**src/rtl/uart_ic_pkg.sv**
```systemverilog
package uart_ic_pkg;

    localparam int unsigned BUS_AW = 3;
    localparam int unsigned BUS_DW = 8;

    localparam logic [BUS_AW-1:0] OFS_DATA  = 3'd0;
    localparam logic [BUS_AW-1:0] OFS_IEN   = 3'd1;
    localparam logic [BUS_AW-1:0] OFS_CTRL  = 3'd2;
    localparam logic [BUS_AW-1:0] OFS_MSTAT = 3'd6;

    // enable register bit positions
    localparam int unsigned IEN_TX_BIT = 1;
    localparam int unsigned IEN_MD_BIT = 3;

    typedef enum logic [3:0] {
        ID_MODEM = 4'b0000,
        ID_NONE  = 4'b0001,
        ID_TXREQ = 4'b0010
    } int_id_e;

    // low three bits of a control write; bit 3 is accepted and dropped
    typedef struct packed {
        logic tx_flush;
        logic rx_flush;
        logic fifo_on;
    } ctrl_wr_t;

    typedef struct packed {
        logic tx_clr;
        logic rx_clr;
    } flush_t;

    function automatic logic [BUS_DW-1:0] ident_byte(input logic mode, input logic [3:0] id);
        return {{2{mode}}, 2'b00, id};
    endfunction

endpackage

```
**src/rtl/uart_ctl_decode.sv**
```systemverilog
module uart_ctl_decode
    import uart_ic_pkg::*;
(
    input  logic     clk,
    input  logic     rst,
    input  logic     wr_ctrl,
    input  ctrl_wr_t wfields,
    output logic     fifo_on,
    output flush_t   flush
);

    logic   drop;
    flush_t nxt;

    always_comb begin
        // leaving FIFO mode empties both sides so no stale bytes remain
        drop       = wr_ctrl && fifo_on && !wfields.fifo_on;
        nxt.rx_clr = (wr_ctrl && wfields.rx_flush) || drop;
        nxt.tx_clr = (wr_ctrl && wfields.tx_flush) || drop;
    end

    always_ff @(posedge clk) begin
        if (rst) begin
            fifo_on <= 1'b0;
            flush   <= '0;
        end else begin
            flush <= nxt;
            if (wr_ctrl) begin
                fifo_on <= wfields.fifo_on;
            end
        end
    end

endmodule

```
**src/rtl/uart_txreq_src.sv**
```systemverilog
module uart_txreq_src #(
    parameter int unsigned DEPTH = 16,
    parameter int unsigned LVL_W = $clog2(DEPTH + 1)
) (
    input  logic             clk,
    input  logic             rst,
    input  logic             fifo_on,
    input  logic [LVL_W-1:0] tx_level,
    input  logic             hold_empty,
    input  logic             clr_wr,
    input  logic             clr_ident,
    output logic             cond,
    output logic             pend
);

    localparam logic [LVL_W-1:0] HALF = LVL_W'(DEPTH / 2);

    logic cond_q;
    logic rise;

    always_comb begin
        cond = fifo_on ? (tx_level <= HALF) : hold_empty;
        rise = cond && !cond_q;
    end

    always_ff @(posedge clk) begin
        if (rst) begin
            cond_q <= 1'b0;
            pend   <= 1'b0;
        end else begin
            cond_q <= cond;
            if (rise) begin
                pend <= 1'b1;
            end else if (clr_wr || clr_ident) begin
                pend <= 1'b0;
            end
        end
    end

endmodule

```
**src/rtl/uart_modem_src.sv**
```systemverilog
module uart_modem_src #(
    parameter int unsigned N = 4
) (
    input  logic         clk,
    input  logic         rst,
    input  logic [N-1:0] lines,
    input  logic         clr_rd,
    output logic [N-1:0] delta,
    output logic         pend
);

    logic [N-1:0] prev;
    logic         seen;

    always_ff @(posedge clk) begin
        if (rst) begin
            prev <= '0;
            seen <= 1'b0;
        end else begin
            prev <= lines;
            seen <= 1'b1;
        end
    end

    genvar g;
    generate
        for (g = 0; g < N; g++) begin : g_line
            always_ff @(posedge clk) begin
                if (rst) begin
                    delta[g] <= 1'b0;
                end else if (seen && (lines[g] != prev[g])) begin
                    delta[g] <= 1'b1;
                end else if (clr_rd) begin
                    delta[g] <= 1'b0;
                end
            end
        end
    endgenerate

    assign pend = |delta;

endmodule

```
**src/rtl/uart_int_rank.sv**
```systemverilog
module uart_int_rank
    import uart_ic_pkg::*;
#(
    parameter int unsigned         NSRC  = 2,
    parameter logic [4*NSRC-1:0]   CODES = '0
) (
    input  logic [NSRC-1:0] pend,
    input  logic [NSRC-1:0] en,
    output logic [3:0]      id,
    output logic [NSRC-1:0] sel,
    output logic            any
);

    logic [NSRC-1:0] live;

    genvar g;
    generate
        for (g = 0; g < NSRC; g++) begin : g_mask
            assign live[g] = pend[g] && en[g];
        end
    endgenerate

    // index 0 ranks highest: walk upward from the lowest rank so it wins last
    always_comb begin
        id  = ID_NONE;
        sel = '0;
        for (int i = NSRC - 1; i >= 0; i--) begin
            if (live[i]) begin
                id     = CODES[4*i +: 4];
                sel    = '0;
                sel[i] = 1'b1;
            end
        end
    end

    assign any = |live;

endmodule

```
**src/rtl/uart_fifoctl_intid.sv**
```systemverilog
module uart_fifoctl_intid
    import uart_ic_pkg::*;
#(
    parameter int unsigned TXF_DEPTH = 16,
    parameter int unsigned LVL_W     = $clog2(TXF_DEPTH + 1),
    parameter int unsigned MODEM_N   = 4
) (
    input  logic               clk,
    input  logic               rst,
    input  logic [BUS_AW-1:0]  bus_addr,
    input  logic               bus_rd,
    input  logic               bus_wr,
    input  logic [BUS_DW-1:0]  bus_wdata,
    output logic [BUS_DW-1:0]  bus_rdata,
    input  logic [LVL_W-1:0]   tx_level,
    input  logic               hold_empty,
    input  logic [MODEM_N-1:0] modem_lines,
    output logic               fifo_on,
    output logic               rx_fifo_clr,
    output logic               tx_fifo_clr,
    output logic               irq
);

    localparam int unsigned NSRC = 2;
    localparam logic [4*NSRC-1:0] RANK_CODES = {4'(ID_MODEM), 4'(ID_TXREQ)};

    logic               wr_ctrl, wr_data, wr_ien;
    logic               rd_ident, rd_mstat;
    logic [BUS_DW-1:0]  ien_q;
    logic               ien_tx, ien_md;
    flush_t             flush;
    logic               tx_cond, tx_pend;
    logic [MODEM_N-1:0] md_delta;
    logic               md_pend;
    logic [3:0]         cur_id;
    logic [NSRC-1:0]    cur_sel;
    logic               any_live;

    always_comb begin
        wr_ctrl  = bus_wr && (bus_addr == OFS_CTRL);
        wr_data  = bus_wr && (bus_addr == OFS_DATA);
        wr_ien   = bus_wr && (bus_addr == OFS_IEN);
        rd_ident = bus_rd && (bus_addr == OFS_CTRL);
        rd_mstat = bus_rd && (bus_addr == OFS_MSTAT);
    end

    always_ff @(posedge clk) begin
        if (rst) begin
            ien_q <= '0;
        end else if (wr_ien) begin
            ien_q <= bus_wdata;
        end
    end

    assign ien_tx = ien_q[IEN_TX_BIT];
    assign ien_md = ien_q[IEN_MD_BIT];

    uart_ctl_decode u_dec (
        .clk     (clk),
        .rst     (rst),
        .wr_ctrl (wr_ctrl),
        .wfields (ctrl_wr_t'(bus_wdata[2:0])),
        .fifo_on (fifo_on),
        .flush   (flush)
    );

    assign rx_fifo_clr = flush.rx_clr;
    assign tx_fifo_clr = flush.tx_clr;

    uart_txreq_src #(
        .DEPTH (TXF_DEPTH),
        .LVL_W (LVL_W)
    ) u_txreq (
        .clk        (clk),
        .rst        (rst),
        .fifo_on    (fifo_on),
        .tx_level   (tx_level),
        .hold_empty (hold_empty),
        .clr_wr     (wr_data),
        .clr_ident  (rd_ident && cur_sel[0]),
        .cond       (tx_cond),
        .pend       (tx_pend)
    );

    uart_modem_src #(
        .N (MODEM_N)
    ) u_modem (
        .clk    (clk),
        .rst    (rst),
        .lines  (modem_lines),
        .clr_rd (rd_mstat),
        .delta  (md_delta),
        .pend   (md_pend)
    );

    uart_int_rank #(
        .NSRC  (NSRC),
        .CODES (RANK_CODES)
    ) u_rank (
        .pend ({md_pend, tx_pend}),
        .en   ({ien_md, ien_tx}),
        .id   (cur_id),
        .sel  (cur_sel),
        .any  (any_live)
    );

    assign irq = any_live;

    always_comb begin
        bus_rdata = '0;
        if (bus_rd) begin
            unique case (bus_addr)
                OFS_IEN:   bus_rdata = ien_q;
                OFS_CTRL:  bus_rdata = ident_byte(fifo_on, cur_id);
                OFS_MSTAT: bus_rdata = BUS_DW'({modem_lines, md_delta});
                default:   bus_rdata = '0;
            endcase
        end
    end

endmodule

```
**config.mk**
```make
export PLATFORM = sky130hd
export DESIGN_NAME = uart_fifoctl_intid
export DESIGN_NICKNAME = d
export VERILOG_FILES = /design/src/rtl/uart_ic_pkg.sv /design/src/rtl/uart_ctl_decode.sv /design/src/rtl/uart_txreq_src.sv /design/src/rtl/uart_modem_src.sv /design/src/rtl/uart_int_rank.sv /design/src/rtl/uart_fifoctl_intid.sv
export SDC_FILE = /design/constraint.sdc
export NUM_CORES = 1
export LEC_CHECK = 0
export CAP_MARGIN = 20
export CORE_MARGIN = 1
export CORE_UTILIZATION = 46
export CTS_BUF_LIST = sky130_fd_sc_hd__clkbuf_2
export DETAILED_ROUTE_END_ITERATION = 8
export GPL_TIMING_DRIVEN = 0
export PLACE_DENSITY_LB_ADDON = 0.25
export SYNTH_ARGS = -nofsm -noshare
export SYNTH_HDL_FRONTEND = slang
export SYNTH_SLANG_ARGS = --single-unit
```
**constraint.sdc**
```tcl
create_clock -name clk -period 1.7 [get_ports clk]
set_clock_uncertainty 0.1 [all_clocks]
set_input_delay 0.255 -clock clk [delete_from_list [all_inputs] [get_ports clk]]
set_output_delay 0.255 -clock clk [all_outputs]
set_load 0.02 [all_outputs]
```
==> reports/qor.yml <==
nNetsFinal: 180
dieArea_um2: 2490
cp-start-kind: "flip-flop"
grt_pass1_wl_um: 4340
crit_type: "flip-flop to output pin"
power.density_nw_per_um2: 627
crit_path_top_delay_cell: "dfxtp_2"
finalWeightedCongestion: 0.814
dp_cells: 172
busiest_layer: "met2"
synthArstFlopShare_pct: 0
ys_ff_latch: 22
reg2reg_from: "u_dec.fifo_on"
slew_headroom_pct: 67.4
rows: 16
min_from: "modem_lines[3]"
clkTransAtPathRegs_ns: 0.20
hold_path_class: "input port to flip-flop"
synth_ff_type: "dfxtp_1"
h-tree-depth: 1
use_met3_pct: 4.32
max_freq_ghz: 0.539
routedWlPerCell_um: 14.6
first_global_vias: 988
min_to: "u_modem.prev[3]"
use_met2_pct: 42.1
setup_viol: 1
cp_max_fo: 2
worst-r2r-setup-slack_ns: 0.60
antenna_found_initial: 0
fin_crit_ns: 1.86
dpl_worst_slack_ns: -0.900
rsz0062_at_grt: "yes"
cts_hold_buf: 0
cts_tree: "yes"
gr-usage-met1_pct: 27.1
fin_cells: 181
rr_endpoint: "u_txreq.pend"
syn_nets: 135
die_h_um: 49.9
drv_cap: 0
numCtsBuffers: 3
n_antenna_cell: 0
dr.pass1.iters: 4
hold_viol_final: 0
synth_top_area_cell: "dfxtp_1"
crit_arrival_ns: 1.50
synth_warnings: 0
io_buffers: 35
crit_chain: "o41ai_4 > nand4b_1 > a21oi_2 > buf_4"
clk_path_buf_depth: 2
critical_path.top_delay_family: "compound AO/OA/AOI/OAI gates"
power_uw: 949
synth_cell_types: 28
num_vias: 960
holdPathStages: 2
synthTopCellsByCount: "dfxtp_1 (22), nor2_1 (14), mux2i_1 (11), nor2b_1 (11), a22oi_1 (9)"
start_util_pct: 51.2
syn-instance-count: 110
die_w_um: 49.9
synth_edf_count: 0
grt_start_max_net_pins: 13
p_leak_uw: 0.000612
reg2reg_depth: 3
syn-cell-area_um2: 1050
postSynthAreaPerCell_um2: 9.59
cp_num_buf_inv: 1
yosysTopAreaCellShare_pct: 41.8
synth_area_leaders: "dfxtp_1 (42%), mux2i_1 (10%), nor2b_1 (6.5%)"
viasPerCell: 5.30
violations: "negative setup slack"
peakVddDrop_v: 0.000443
required_ns: 1.34
antenna_left: 0
seq_area_frac_synth_pct: 41.8
slew_violations: 0
place.detailed.hpwl_um: 1970
max_stage_delay_ns: 0.38
cts_sinks: 22
worstSetupEndpointType: "output pin"
drive_gt1_share_pct: 22.1
drt-initial-drc-count: 18
min_period_over_period_pct: 109
grtUsageTotal_pct: 23.3
clk_latency_ns: 0.32
ioPinCount: 37
gr-total-overflow: 0
synth_most_common_cell: "dfxtp_1"
routed_wirelength_um: 2640
area_delta_synth_final_pct: 43.5
core_um2: 2060
root_buffer: "clkbuf_2"
status: "finished, violations left"
post-route-drc-count: 0
worstMarginPinSlew_ns: 0.489
setup_ws_ns: -0.155
==> per-layer routing <==
metal | routed length, um | up-vias
li1 | - | 481
met1 | 1070 | 439
met2 | 1390 | 36
met3 | 146 | 4
met4 | 38 | 0
met5 | 0 | -
==> report_power, final <==
part	leakage [uW]	switching [uW]	total (uW)	internal, uW
combinational	0.000415	76.3	180	104
sequential	0.000183	21.1	561	540
clock	0.0000140	156	207	51.2
total	0.000612	254	949	695
==> cells by family (layout without fill, tap and decap cells) <==
group | Yosys count | after routing | synth area share, %
AO/OA/AOI/OAI | 22 | 22 | 15.3
buffers and inverters | 7 | 51 | 4.27
XOR/XNOR | 4 | 4 | 3.32
AND/OR/NAND/NOR | 44 | 44 | 24.9
flip-flops | 22 | 22 | 41.8
multiplexers | 11 | 11 | 10.4
==> worst max path at each step <==
stage	start	cells after the start	end	slack, ns
after floorplan	u_modem.delta[0]	3	bus_rdata[0]	0.13
after global placement	bus_addr[0]	5	bus_rdata[0]	-0.84
after detailed placement	bus_addr[0]	5	bus_rdata[0]	-0.90
after CTS	u_modem.delta[3]	4	bus_rdata[0]	-0.17
after global routing	u_modem.delta[3]	4	bus_rdata[0]	-0.24
final	u_modem.delta[3]	4	bus_rdata[0]	-0.16
==> stage by stage <==
| stage | hold WS (ns) | setup TNS (ns) | cell area [um^2] | util [%] |
|---|---|---|---|---|
| final | 0.134 | -0.155 | 1510 | 73.4 |
| after global routing | 0.120 | -0.319 | 1510 | 73.4 |
| after CTS | 0.160 | -0.165 | 1490 | 72.4 |
| after detailed placement | 0.344 | -8.55 | 1440 | 69.8 |
| after global placement | 0.320 | -7.68 | 1440 | 69.8 |
| after floorplan | 0.240 | 0 | 1050 | - |
==> cell usage in the layout (no fill, tap or decap), drive strengths merged, types with 2 or more instances in the layout <==
master | synthesis | routed
clkbuf | 3 | 6
a21oi | 2 | 2
dfxtp | 22 | 22
nand4b | 2 | 2
o2bb2ai | 2 | 2
nand2b | 2 | 2
nor2b | 11 | 11
and2 | 3 | 3
clkdlybuf4s50 | 0 | 21
and3b | 2 | 2
dlygate4sd2 | 0 | 2
mux2i | 11 | 11
xor2 | 4 | 4
a22oi | 9 | 9
nor2 | 14 | 14
nand2 | 5 | 5
and4bb | 2 | 2
o21a | 2 | 2
buf | 3 | 19
o21ai | 2 | 2
==> worst register-to-register path, cell delays in order, from the launching register on <==
cell,delay (ns)
dfxtp_4,0.41
o311ai_0,0.09
o211ai_1,0.17
o32ai_1,0.26
==> flip-flops by register name (all words and copies together) (netlist names) <==
signal,flops
ien_q,8
u_dec.fifo_on,1
u_dec.flush,2
u_modem.delta,4
u_modem.prev,4
u_modem.seen,1
u_txreq.cond_q,1
u_txreq.pend,1
==> cell type report <==
class / count / area [um^2]
buffer: 5 / 41.3
clock buffer: 3 / 15.0
clock inverter: 1 / 3.75
fill: 166 / 548
inverter: 1 / 3.75
multi-input combinational: 81 / 602
sequential: 22 / 448
tap: 27 / 33.8
timing repair buffer: 41 / 367
==> repair_timing <==
item,in CTS,in global routing
buffers inserted,5,1
pin swaps,4,3
gates resized for setup,55,14
endpoints found under the setup margin,10,9
Power figures use the tool's default switching activity.
